[src/rtl/core16_pkg.sv]
package core16_pkg;

  parameter int unsigned WORD_W = 16;
  parameter int unsigned FLG_W  = 3;

  localparam logic [FLG_W-1:0] FLG_POS = 3'b001;
  localparam logic [FLG_W-1:0] FLG_ZER = 3'b010;
  localparam logic [FLG_W-1:0] FLG_NEG = 3'b100;

  typedef enum logic [3:0] {
    OPC_BRANCH = 4'd0,  OPC_ADD    = 4'd1,  OPC_LOAD   = 4'd2,  OPC_STORE  = 4'd3,
    OPC_CALL   = 4'd4,  OPC_AND    = 4'd5,  OPC_LOADR  = 4'd6,  OPC_STORER = 4'd7,
    OPC_RETI   = 4'd8,  OPC_NOT    = 4'd9,  OPC_LOADI  = 4'd10, OPC_STOREI = 4'd11,
    OPC_JUMP   = 4'd12, OPC_RSVD   = 4'd13, OPC_ADDR   = 4'd14, OPC_TRAP   = 4'd15
  } opcode_e;

  typedef enum logic [3:0] {
    ST_FETCH, ST_IWAIT, ST_EXEC, ST_PTR_REQ, ST_PTR_WAIT,
    ST_RD_REQ, ST_RD_WAIT, ST_WR_REQ, ST_EXC
  } state_e;

  // sign-extend the low 'bits' bits of v to a full word
  function automatic logic [WORD_W-1:0] sext(input logic [WORD_W-1:0] v, input int bits);
    logic [WORD_W-1:0] r;
    for (int i = 0; i < int'(WORD_W); i++)
      r[i] = (i < bits) ? v[i] : v[bits-1];
    return r;
  endfunction

  function automatic logic [FLG_W-1:0] flags_of(input logic [WORD_W-1:0] v);
    if (v == '0)          return FLG_ZER;
    else if (v[WORD_W-1]) return FLG_NEG;
    else                  return FLG_POS;
  endfunction

endpackage

[src/rtl/core16_regfile.sv]
module core16_regfile #(
  parameter int unsigned NREG = 8,
  parameter int unsigned W    = 16,
  localparam int unsigned AW  = $clog2(NREG)
) (
  input  logic          clk,
  input  logic          rst_n,
  input  logic [AW-1:0] rd_a_sel,
  input  logic [AW-1:0] rd_b_sel,
  input  logic [AW-1:0] rd_c_sel,
  output logic [W-1:0]  rd_a,
  output logic [W-1:0]  rd_b,
  output logic [W-1:0]  rd_c,
  input  logic          wr_en,
  input  logic [AW-1:0] wr_sel,
  input  logic [W-1:0]  wr_data
);
  logic [W-1:0] regs [NREG];

  always_ff @(posedge clk or negedge rst_n) begin
    if (!rst_n) begin
      for (int i = 0; i < int'(NREG); i++) regs[i] <= '0;
    end else if (wr_en) begin
      regs[wr_sel] <= wr_data;
    end
  end

  assign rd_a = regs[rd_a_sel];
  assign rd_b = regs[rd_b_sel];
  assign rd_c = regs[rd_c_sel];
endmodule

[src/rtl/core16_calc.sv]
module core16_calc
  import core16_pkg::*;
(
  input  logic [WORD_W-1:0] ir,
  input  logic [WORD_W-1:0] pc,
  input  logic [WORD_W-1:0] op_a,
  input  logic [WORD_W-1:0] op_b,
  output logic [WORD_W-1:0] alu_res,
  output logic [WORD_W-1:0] pc_rel9,
  output logic [WORD_W-1:0] pc_rel11,
  output logic [WORD_W-1:0] base_off6
);
  localparam int OFF_SHORT = 6;
  localparam int OFF_MID   = 9;
  localparam int OFF_LONG  = 11;
  localparam int IMM_W     = 5;

  opcode_e           opc;
  logic [WORD_W-1:0] second;

  assign opc       = opcode_e'(ir[15:12]);
  assign second    = ir[5] ? sext(ir, IMM_W) : op_b;
  assign pc_rel9   = pc + sext(ir, OFF_MID);
  assign pc_rel11  = pc + sext(ir, OFF_LONG);
  assign base_off6 = op_a + sext(ir, OFF_SHORT);

  always_comb begin
    unique case (opc)
      OPC_ADD:  alu_res = op_a + second;
      OPC_AND:  alu_res = op_a & second;
      OPC_NOT:  alu_res = ~op_a;
      OPC_ADDR: alu_res = pc_rel9;
      default:  alu_res = '0;
    endcase
  end
endmodule

[src/rtl/core16_seq.sv]
module core16_seq
  import core16_pkg::*;
#(
  parameter logic [WORD_W-1:0] RESET_PC = 16'h3000,
  parameter int unsigned       RA_W     = 3
) (
  input  logic              clk,
  input  logic              rst_n,
  output logic              mem_req_valid,
  input  logic              mem_req_ready,
  output logic              mem_req_write,
  output logic [WORD_W-1:0] mem_req_addr,
  output logic [WORD_W-1:0] mem_req_wdata,
  input  logic              mem_rsp_valid,
  input  logic [WORD_W-1:0] mem_rsp_data,
  output logic              exc_req,
  input  logic              exc_ack,
  output logic [WORD_W-1:0] exc_instr,
  output logic [WORD_W-1:0] exc_pc,
  input  logic [WORD_W-1:0] exc_target,
  output logic [FLG_W-1:0]  cond_flags,
  output logic [WORD_W-1:0] ir_q,
  output logic [WORD_W-1:0] pc_q,
  input  logic [WORD_W-1:0] rf_a,
  input  logic [WORD_W-1:0] rf_c,
  input  logic [WORD_W-1:0] alu_res,
  input  logic [WORD_W-1:0] pc_rel9,
  input  logic [WORD_W-1:0] pc_rel11,
  input  logic [WORD_W-1:0] base_off6,
  output logic              rf_we,
  output logic [RA_W-1:0]   rf_wa,
  output logic [WORD_W-1:0] rf_wd
);
  localparam logic [RA_W-1:0] LINK_REG = RA_W'(7);

  state_e            state;
  opcode_e           opc;
  logic [WORD_W-1:0] maddr;
  logic [FLG_W-1:0]  flags;
  logic              alu_write, keeps_flags;

  assign opc = opcode_e'(ir_q[15:12]);
  assign alu_write = (opc == OPC_ADD) || (opc == OPC_AND) ||
                     (opc == OPC_NOT) || (opc == OPC_ADDR);
  assign keeps_flags = (opc == OPC_BRANCH) || (opc == OPC_STORE) || (opc == OPC_STORER) ||
                       (opc == OPC_STOREI) || (opc == OPC_JUMP) || (opc == OPC_CALL);

  always_ff @(posedge clk or negedge rst_n) begin
    if (!rst_n) begin
      state <= ST_FETCH;
      pc_q  <= RESET_PC;
      ir_q  <= '0;
      maddr <= '0;
      flags <= FLG_ZER;
    end else begin
      unique case (state)
        ST_FETCH: if (mem_req_ready) begin
          pc_q  <= pc_q + 1'b1;
          state <= ST_IWAIT;
        end
        ST_IWAIT: if (mem_rsp_valid) begin
          ir_q  <= mem_rsp_data;
          state <= ST_EXEC;
        end
        ST_EXEC: begin
          state <= ST_FETCH;
          unique case (opc)
            OPC_BRANCH: if ((ir_q[11:9] & flags) != '0) pc_q <= pc_rel9;
            OPC_ADD, OPC_AND, OPC_NOT, OPC_ADDR: flags <= flags_of(alu_res);
            OPC_LOAD:   begin maddr <= pc_rel9;   state <= ST_RD_REQ;  end
            OPC_LOADR:  begin maddr <= base_off6; state <= ST_RD_REQ;  end
            OPC_STORE:  begin maddr <= pc_rel9;   state <= ST_WR_REQ;  end
            OPC_STORER: begin maddr <= base_off6; state <= ST_WR_REQ;  end
            OPC_LOADI, OPC_STOREI: begin maddr <= pc_rel9; state <= ST_PTR_REQ; end
            OPC_JUMP:   pc_q <= rf_a;
            OPC_CALL:   pc_q <= ir_q[11] ? pc_rel11 : rf_a;
            default:    state <= ST_EXC;
          endcase
        end
        ST_PTR_REQ:  if (mem_req_ready) state <= ST_PTR_WAIT;
        ST_PTR_WAIT: if (mem_rsp_valid) begin
          maddr <= mem_rsp_data;
          state <= (opc == OPC_LOADI) ? ST_RD_REQ : ST_WR_REQ;
        end
        ST_RD_REQ:  if (mem_req_ready) state <= ST_RD_WAIT;
        ST_RD_WAIT: if (mem_rsp_valid) begin
          flags <= flags_of(mem_rsp_data);
          state <= ST_FETCH;
        end
        ST_WR_REQ: if (mem_req_ready) state <= ST_FETCH;
        ST_EXC: if (exc_ack) begin
          pc_q  <= exc_target;
          state <= ST_FETCH;
        end
        default: state <= ST_FETCH;
      endcase
    end
  end

  // register write port: ALU results and links in EXEC, load data on answer
  always_comb begin
    rf_we = 1'b0;
    rf_wa = ir_q[11:9];
    rf_wd = alu_res;
    if (state == ST_EXEC && alu_write) begin
      rf_we = 1'b1;
    end else if (state == ST_EXEC && opc == OPC_CALL) begin
      rf_we = 1'b1;
      rf_wa = LINK_REG;
      rf_wd = pc_q;
    end else if (state == ST_RD_WAIT && mem_rsp_valid) begin
      rf_we = 1'b1;
      rf_wd = mem_rsp_data;
    end
  end

  assign mem_req_valid = (state == ST_FETCH) || (state == ST_PTR_REQ) ||
                         (state == ST_RD_REQ) || (state == ST_WR_REQ);
  assign mem_req_write = (state == ST_WR_REQ);
  assign mem_req_addr  = (state == ST_FETCH) ? pc_q : maddr;
  assign mem_req_wdata = rf_c;
  assign exc_req       = (state == ST_EXC);
  assign exc_instr     = ir_q;
  assign exc_pc        = pc_q;
  assign cond_flags    = flags;

  AST_REQ_STEADY: assert property (@(posedge clk) disable iff (!rst_n)
    (mem_req_valid && !mem_req_ready) |=> (mem_req_valid && $stable(mem_req_addr) &&
      $stable(mem_req_write) && (!mem_req_write || $stable(mem_req_wdata))));
  AST_FETCH_BUMP: assert property (@(posedge clk) disable iff (!rst_n)
    (state == ST_FETCH && mem_req_ready) |=> (pc_q == $past(mem_req_addr) + 1'b1));
  AST_FLAGS_ONE: assert property (@(posedge clk) disable iff (!rst_n)
    $countones(cond_flags) == 1);
  AST_FLAGS_KEPT: assert property (@(posedge clk) disable iff (!rst_n)
    (state == ST_EXEC && keeps_flags) |=> $stable(cond_flags));
  AST_EXC_HOLD: assert property (@(posedge clk) disable iff (!rst_n)
    (exc_req && !exc_ack) |=> exc_req);
  AST_EXC_QUIET: assert property (@(posedge clk) disable iff (!rst_n)
    exc_req |-> !mem_req_valid);
endmodule

[src/rtl/core16_exec.sv]
module core16_exec
  import core16_pkg::*;
#(
  parameter logic [15:0] RESET_PC = 16'h3000,
  parameter int unsigned NREG     = 8
) (
  input  logic        clk,
  input  logic        rst_n,
  output logic        mem_req_valid,
  input  logic        mem_req_ready,
  output logic        mem_req_write,
  output logic [15:0] mem_req_addr,
  output logic [15:0] mem_req_wdata,
  input  logic        mem_rsp_valid,
  input  logic [15:0] mem_rsp_data,
  output logic        exc_req,
  input  logic        exc_ack,
  output logic [15:0] exc_instr,
  output logic [15:0] exc_pc,
  input  logic [15:0] exc_target,
  output logic [2:0]  cond_flags
);
  localparam int unsigned RA_W = $clog2(NREG);

  logic [WORD_W-1:0] ir, pc, rf_a, rf_b, rf_c;
  logic [WORD_W-1:0] alu_res, pc_rel9, pc_rel11, base_off6, rf_wd;
  logic              rf_we;
  logic [RA_W-1:0]   rf_wa;

  core16_regfile #(.NREG(NREG), .W(WORD_W)) u_rf (
    .clk(clk), .rst_n(rst_n),
    .rd_a_sel(ir[8:6]), .rd_b_sel(ir[2:0]), .rd_c_sel(ir[11:9]),
    .rd_a(rf_a), .rd_b(rf_b), .rd_c(rf_c),
    .wr_en(rf_we), .wr_sel(rf_wa), .wr_data(rf_wd)
  );

  core16_calc u_calc (
    .ir(ir), .pc(pc), .op_a(rf_a), .op_b(rf_b),
    .alu_res(alu_res), .pc_rel9(pc_rel9), .pc_rel11(pc_rel11), .base_off6(base_off6)
  );

  core16_seq #(.RESET_PC(RESET_PC), .RA_W(RA_W)) u_seq (
    .clk(clk), .rst_n(rst_n),
    .mem_req_valid(mem_req_valid), .mem_req_ready(mem_req_ready),
    .mem_req_write(mem_req_write), .mem_req_addr(mem_req_addr),
    .mem_req_wdata(mem_req_wdata), .mem_rsp_valid(mem_rsp_valid),
    .mem_rsp_data(mem_rsp_data), .exc_req(exc_req), .exc_ack(exc_ack),
    .exc_instr(exc_instr), .exc_pc(exc_pc), .exc_target(exc_target),
    .cond_flags(cond_flags), .ir_q(ir), .pc_q(pc),
    .rf_a(rf_a), .rf_c(rf_c), .alu_res(alu_res), .pc_rel9(pc_rel9),
    .pc_rel11(pc_rel11), .base_off6(base_off6),
    .rf_we(rf_we), .rf_wa(rf_wa), .rf_wd(rf_wd)
  );
endmodule

[config.mk]
export PLATFORM = sky130hd
export DESIGN_NAME = core16_exec
export DESIGN_NICKNAME = d
export VERILOG_FILES = /design/src/rtl/core16_pkg.sv /design/src/rtl/core16_regfile.sv /design/src/rtl/core16_calc.sv /design/src/rtl/core16_seq.sv /design/src/rtl/core16_exec.sv
export SDC_FILE = /design/constraint.sdc
export NUM_CORES = 1
export LEC_CHECK = 0
export ABC_CLOCK_PERIOD_IN_PS = 11300
export BUFFER_PORTS_ARGS = -buffer_cell sky130_fd_sc_hd__buf_2
export CORE_UTILIZATION = 55
export CTS_CLUSTER_DIAMETER = 150
export DETAILED_ROUTE_END_ITERATION = 16
export PLACE_DENSITY = 0.7
export SYNTH_ARGS = -nofsm -noshare
export SYNTH_HDL_FRONTEND = slang
export SYNTH_HIERARCHICAL = 1
export SYNTH_SLANG_ARGS = --single-unit
[constraint.sdc]
create_clock -name clk -period 11.3 [get_ports clk]
set_input_delay 1.13 -clock clk [delete_from_list [all_inputs] [get_ports clk]]
set_output_delay 1.13 -clock clk [all_outputs]
set_load 0.01 [all_outputs]
# After elaboration in Yosys (flattened, before gate mapping)
# Index checks and enable logic that the tools add are counted.
dict set report word_totals {
  register_bits 183
}
dict set report op_classes {
  n_lt_le_gt_ge 5
  n_addsub 5
  reduce_logical 30
  bitwise_logic 7
  n_eq_ne 32
  n_mux 50
}
# operator count
set op_table {}
lappend op_table {{$mux W16} 17}
lappend op_table {{$bmux W16 S3} 3}
lappend op_table {{$bwmux W128} 1}
lappend op_table {{$pmux W16 S3} 2}
lappend op_table {{$add A16 B16 Y16} 4}
lappend op_table {{$pmux W16 S2} 2}
lappend op_table {{$pmux W16 S4} 1}
lappend op_table {{$demux W16 S3} 1}
lappend op_table {{$pmux W4 S9} 1}
lappend op_table {{$eq A4 B3 Y1 const B} 8}
lappend op_table {{$logic_not A16 Y1} 2}
lappend op_table {{$mux W4} 8}
lappend op_table {{$eq A4 B4 Y1 const B} 6}
lappend op_table {{$mux W3} 8}
lappend op_table {{$add A16 B1 Y16 const B} 1}
lappend op_table {{$and A16 B16 Y16} 1}
lappend op_table {{$eq A4 B2 Y1 const B} 4}
lappend op_table {{$ge A4 B4 Y1 const B} 4}
lappend op_table {{$ne A2 B2 Y1 const B} 8}
lappend op_table {{$not A16 Y16} 1}
lappend op_table {{$not A3 Y4} 4}
lappend op_table {{$pmux W4 S4} 1}
lappend op_table {{$eq A4 B1 Y1 const B} 2}
lappend op_table {{$logic_not A4 Y1} 2}
lappend op_table {{19 further kinds} 37}

# Logic depth before layout (Yosys ltp)
dict set report depth {
  word_depth 12
  ltp_mapped 19
  ltp_nobuf 16
}

# Cells and area by module
# Netlist, hierarchy kept.
# module cells_each instances seq_area_each_um2 area_each_um2
set by_module_without_submodules {}
lappend by_module_without_submodules {core16_regfile 450 1 3203.1 8071.5}
lappend by_module_without_submodules {core16_seq 541 1 1380.1 4594.4}
lappend by_module_without_submodules {core16_calc 423 1 0.0 3044.2}

# Worst setup path before layout
# Ideal clock, no wire load.
dict set report synth_timing {
  kind {reg-to-reg}
  from {register u_seq.ir_q[0], in the netlist u_seq/exc_instr[0]}
  to {register u_seq.flags[0], in the netlist u_seq/cond_flags[0]}
  setup_ps 125
  n_path_buf 3
  required_time_ps 11175
  t_arrival_ps 4475
  path_stages_with_launch 20
  setup_slack_ps 6701
  path_cell_list {dfrtp_1 -> buf_4 -> buf_6 -> buf_6 -> mux4_2 -> mux2_2 -> mux2_2 -> ha_1 -> fa_1 -> a21oi_1 -> o211ai_1 -> a2111oi_0 -> o21ai_0 -> o211ai_1 -> xor2_1 -> o21ai_1 -> nor4_1 -> nand4_1 -> a32o_1 -> mux2_2}
}
dict set report synth_via {
  elab_chain_len 11
}
# item line_no
set synth_rtl {}
lappend synth_rtl {{start: declaration} core16_seq.sv:22} ;# output logic [WORD_W-1:0] ir_q,
lappend synth_rtl {{start signal: assignment} core16_seq.sv:62} ;# ir_q <= mem_rsp_data;
lappend synth_rtl {{$not A3 Y4 (not written as such)} core16_regfile.sv:29} ;# assign rd_b = regs[rd_b_sel];
lappend synth_rtl {{$bmux W16 S3} core16_regfile.sv:29}
lappend synth_rtl {{$mux W16 (not written as such) (2 in series)} core16_regfile.sv:29}
lappend synth_rtl {{named net rf_b[0]} core16_exec.sv:25} ;# logic [WORD_W-1:0] ir, pc, rf_a, rf_b, rf_c;
lappend synth_rtl {{$mux W16} core16_calc.sv:22} ;# assign second = ir[5] ? sext(ir, IMM_W) : op_b;
lappend synth_rtl {{$add A16 B16 Y16} core16_calc.sv:29} ;# OPC_ADD: alu_res = op_a + second;
lappend synth_rtl {{$pmux W16 S4} core16_calc.sv:28} ;# unique case (opc)
lappend synth_rtl {{named net alu_res[14]} core16_exec.sv:26} ;# logic [WORD_W-1:0] alu_res, pc_rel9, pc_rel11, base_off6, rf_wd;
lappend synth_rtl {{$logic_not A16 Y1} core16_pkg.sv:31} ;# if (v == '0) return FLG_ZER;
lappend synth_rtl {{$mux W3} core16_pkg.sv:31}
lappend synth_rtl {{$mux W3} core16_seq.sv:67} ;# unique case (opc)
lappend synth_rtl {{$pmux W3 S2} core16_seq.sv:56} ;# unique case (state)
lappend synth_rtl {{end signal: assignment} core16_seq.sv:69} ;# OPC_ADD, OPC_AND, OPC_NOT, OPC_ADDR: flags <= flags_of(alu_res);
lappend synth_rtl {{end signal: assignment} core16_seq.sv:87} ;# flags <= flags_of(mem_rsp_data);
lappend synth_rtl {{end: declaration} core16_seq.sv:39} ;# logic [FLG_W-1:0] flags;
# The timed path passes the listed nets, and every way through them passes these cells. The select of a mux whose other input is x is not followed.
# A chain may end at the register's enable or synchronous reset.

# Worst setup path after layout
dict set report layout_timing {
  from {register u_seq.ir_q[6], in the netlist u_seq/exc_instr[6]}
  to {register u_seq.flags[0], in the netlist u_seq/cond_flags[0]}
}
dict set report layout_via {
  elab_chain_len 10
}
# item line_no
set layout_rtl {}
lappend layout_rtl {{$not A3 Y4 (not written as such)} core16_regfile.sv:28} ;# assign rd_a = regs[rd_a_sel];
lappend layout_rtl {{$bmux W16 S3} core16_regfile.sv:28}
lappend layout_rtl {{$mux W16 (not written as such) (2 in series)} core16_regfile.sv:28}
lappend layout_rtl {{named net rf_a[0]} core16_exec.sv:25}
lappend layout_rtl {{$add A16 B16 Y16} core16_calc.sv:29}
lappend layout_rtl {{$pmux W16 S4} core16_calc.sv:28}
lappend layout_rtl {{named net alu_res[14]} core16_exec.sv:26}
lappend layout_rtl {{$logic_not A16 Y1} core16_pkg.sv:31}
lappend layout_rtl {{$mux W3} core16_pkg.sv:31}
lappend layout_rtl {{$mux W3} core16_seq.sv:67}
lappend layout_rtl {{$pmux W3 S2} core16_seq.sv:56}
# The timed path passes the listed nets, and every way through them passes these cells. The select of a mux whose other input is x is not followed.

==> results.txt <==
status - completed
Die Area - 29200 um^2
CP endpoint kind - register
vias in the first global route - 11513
total internal power - 2690 uW
Pre-Repair DR Iteration Count - 5
synth-to-layout area growth - 5.59%
critical path required time - 11.63 ns
gr usage total - 0.306
slowest cell on the critical path - dfrtp_2
Detailed Route WL - 44400 um
initial antenna violation count - 0
CP cell instances - buf_4 > mux4_1 > mux2_2 > ha_1 > fa_1 > a21oi_1 > o211ai_1 > a2111oi_0 > o21ai_0 > o211ai_1 > xor2_1 > o21ai_1 > nor4_1 > nand4_1 > a32o_1 > mux2_2
CTS Hold Bufs - 0
Critical Path Max Stage Delay - 0.68 ns
Post-DRT Antenna Nets - 0
Largest delay share family, worst path - compound AO/OA/AOI/OAI gates
H-tree Lvls - 4
pwr dens - 317 nW/um^2
gate count of the mapped netlist - 1414
Mapped Area - 15700 um^2
max_slew headroom - 0.202
number of flops mapped to enable cells by yosys - 0
# Max-Cap Violations - 0
sequential share of power - 0.240
CTS tree - yes
# Post-CTS Setup Buffers - 0
combined area of the multi-input logic cells - 10100 um^2
Clk Latency, worst-skew pair - 0.45 ns
RSZ-0062 raised after global routing - false
Final Hold Violating Endpoints - 0
Critical Path Source Type - register
syn avg cell area - 11.1 um^2
asr flop ratio synth - 1.00
Clk pwr share - 0.119
post-synthesis sequential area ratio - 0.292
IR drop worst, VDD - 0.000141 V
fin. max-slew vios - 0
GP Congestion - 0.968
YS warnings - 6
fmax - 185 MHz
endpoints failing setup - 0
Setup Skew - 0.0167 ns
hpwl dp - 30700 um
antenna cell count - 0
PortBufs - 106
Initial Utilization - 0.562
sequential cell area - 4590 um^2
Synthesized Nets - 1507
CP Class - reg2reg
Comb pwr share - 0.640
WP buf/inv - 1
Switch Pwr - 2570 uW
register bit count reported by yosys - 183
Final period util - 0.477
Period minus WS final - 5.39 ns
layout cells sized above 1 - 0.300
P_leak - 0.00788 uW
setup TNS - 0 ns
row count - 61
CTS Root Buffer Type - clkbuf_16
Vert. Die Dim - 171 um
initial DRC count - 1167
Core Area - 27900 um^2
CTS sink cnt - 183
CTS buffer count - 17
Hold WC Path Type - reg2reg
fillers - 2323
vias per inst - 6.73
Worst-Margin Slew - 1.18 ns
Worst Path Arrival - 5.72 ns
sw frac - 0.488
io pins - 107
largest net degree at the start of global routing - 76
Residual DRC - 0
post-CTS resize count - 0
global-route wire length before repair - 67400 um
library cells used by synthesis - 83
Max FO, Critical Path - 20
Die Wd - 171 um
Vias - 12116
worst hold margin - 0.492 ns
Synth Flop Type - dfrtp_1
Nets - 1502
DR WL/cell - 24.7 um
Bufs on Longest Clock Path - 2
GR Overflow Total - 0
clock-pin slew on the worst setup and hold paths - 0.09 ns
final timing paths:
| path | startpoint | end | slack (ns) | depth (start not counted) |
|---|---|---|---|---|
| min in group asynchronous | rst_n | u_rf/regs[55] | 0.57 | 1 |
| min | u_seq/maddr[13] | u_seq/maddr[13] | 0.49 | 2 |
| max | u_seq/exc_instr[6] | u_seq/cond_flags[0] | 5.91 | 16 |
| min reg2reg | u_seq/maddr[13] | u_seq/maddr[13] | 0.49 | 2 |
| max reg2reg | u_seq/exc_instr[6] | u_seq/cond_flags[0] | 5.91 | 16 |
| max in group asynchronous | rst_n | u_seq/exc_instr[0] | 9.37 | 2 |
routing by layer:
layer / share of wire / vias up / routed length (um) / GRT usage
li1: - / 5403 / - / -
met1: 0.45 / 6153 / 19900 / 0.422
met2: 0.47 / 491 / 21000 / 0.501
met3: 0.058 / 69 / 2570 / 0.0391
met4: 0.024 / 0 / 1050 / 0.0990
met5: 0 / - / 0 / 0
power by group through the flow:
stage	clock network [uW]	logic [uW]	registers, uW
detailed placement	0	3290	1260
CTS	639	3310	1250
global placement	0	3250	1240
floorplan	0	2700	1100
finish	627	3360	1260
global route	661	3620	1300
metrics by stage:
stage	util	worst slack (ns)	std cells	cell area, um^2	power [uW]
after global routing	0.594	5.57	1800	16600	5580
after floorplan	-	6.70	1414	15700	3800
final	0.594	5.91	1800	16600	5250
after detailed placement	0.572	6.01	1768	16000	4550
after global placement	0.572	6.20	1768	16000	4490
after CTS	0.594	5.93	1800	16600	5200
flip-flops by register name, indices dropped and copies added, names as in the netlist:
signal	cells
u_rf/regs	128
u_seq/exc_instr	16
u_seq/exc_pc	16
u_seq/maddr	16
u_seq/state	4
u_seq/cond_flags	3
logic make-up (layout without fill, tap and decap cells):
kind of cell	after synthesis	after routing	synth area share
adder cells (fa/ha/maj)	56	56	0.0460
AO/OA/AOI/OAI	305	305	0.125
XOR/XNOR	48	48	0.0272
flip-flops	183	183	0.292
AND/OR/NAND/NOR	278	278	0.0955
multiplexers	363	363	0.345
buffers and inverters	181	189	0.0697
worst reg2reg max path: stages, from the launching register on:
cell and delay, ns:
dfrtp_2 0.68, buf_4 0.44, mux4_1 0.61, mux2_2 0.31, ha_1 0.26, fa_1 0.42, a21oi_1 0.20, o211ai_1 0.19
a2111oi_0 0.56, o21ai_0 0.18, o211ai_1 0.14, xor2_1 0.19, o21ai_1 0.09, nor4_1 0.30, nand4_1 0.19, a32o_1 0.25
mux2_2 0.26
cells in the mapped netlist, types with 18 or more instances:
cell	count	area (um^2)
clkbuf_1	32	120
xor2_1	18	158
buf_2	27	135
buf_4	64	480
inv_1	28	105
o21ai_0	100	500
nand2_1	92	345
mux4_1	84	2210
xnor2_1	29	254
nor2_1	63	236
o21ai_1	24	120
dfrtp_1	180	4500
ha_1	53	663
a21oi_1	60	300
mux2i_1	52	521
mux2_2	215	2420
layout make-up:
class | instances | area share
multi-input combinational | 1050 | 0.608
sequential | 183 | 0.277
timing repair buffer | 129 | 0.0428
tap | 378 | 0.0285
clock buffer | 17 | 0.0256
clock inverter | 15 | 0.0118
inverter | 28 | 0.00634
cells in the final DEF (no fill, tap or decap), drive strengths merged, types with 5 or more instances in the layout:
cell	instances
clkbuf	17
mux2i	52
buf	129
xnor2	30
a2111oi	5
nor3b	7
a222oi	5
nor4b	6
clkinv	6
nor2	63
inv	36
and3	8
a221o	6
mux4	96
nor3	18
nand3	14
ha	53
a21o	17
nand2	92
o211ai	10
mux2	215
nand2b	8
nor4	10
dfrtp	180
a221oi	13
a31oi	10
nand4	5
a211oi	12
xor2	18
o21bai	6
o21ai	125
nand4b	5
a21oi	60
nor2b	11
No activity file was read; power rests on OpenSTA's default activity.
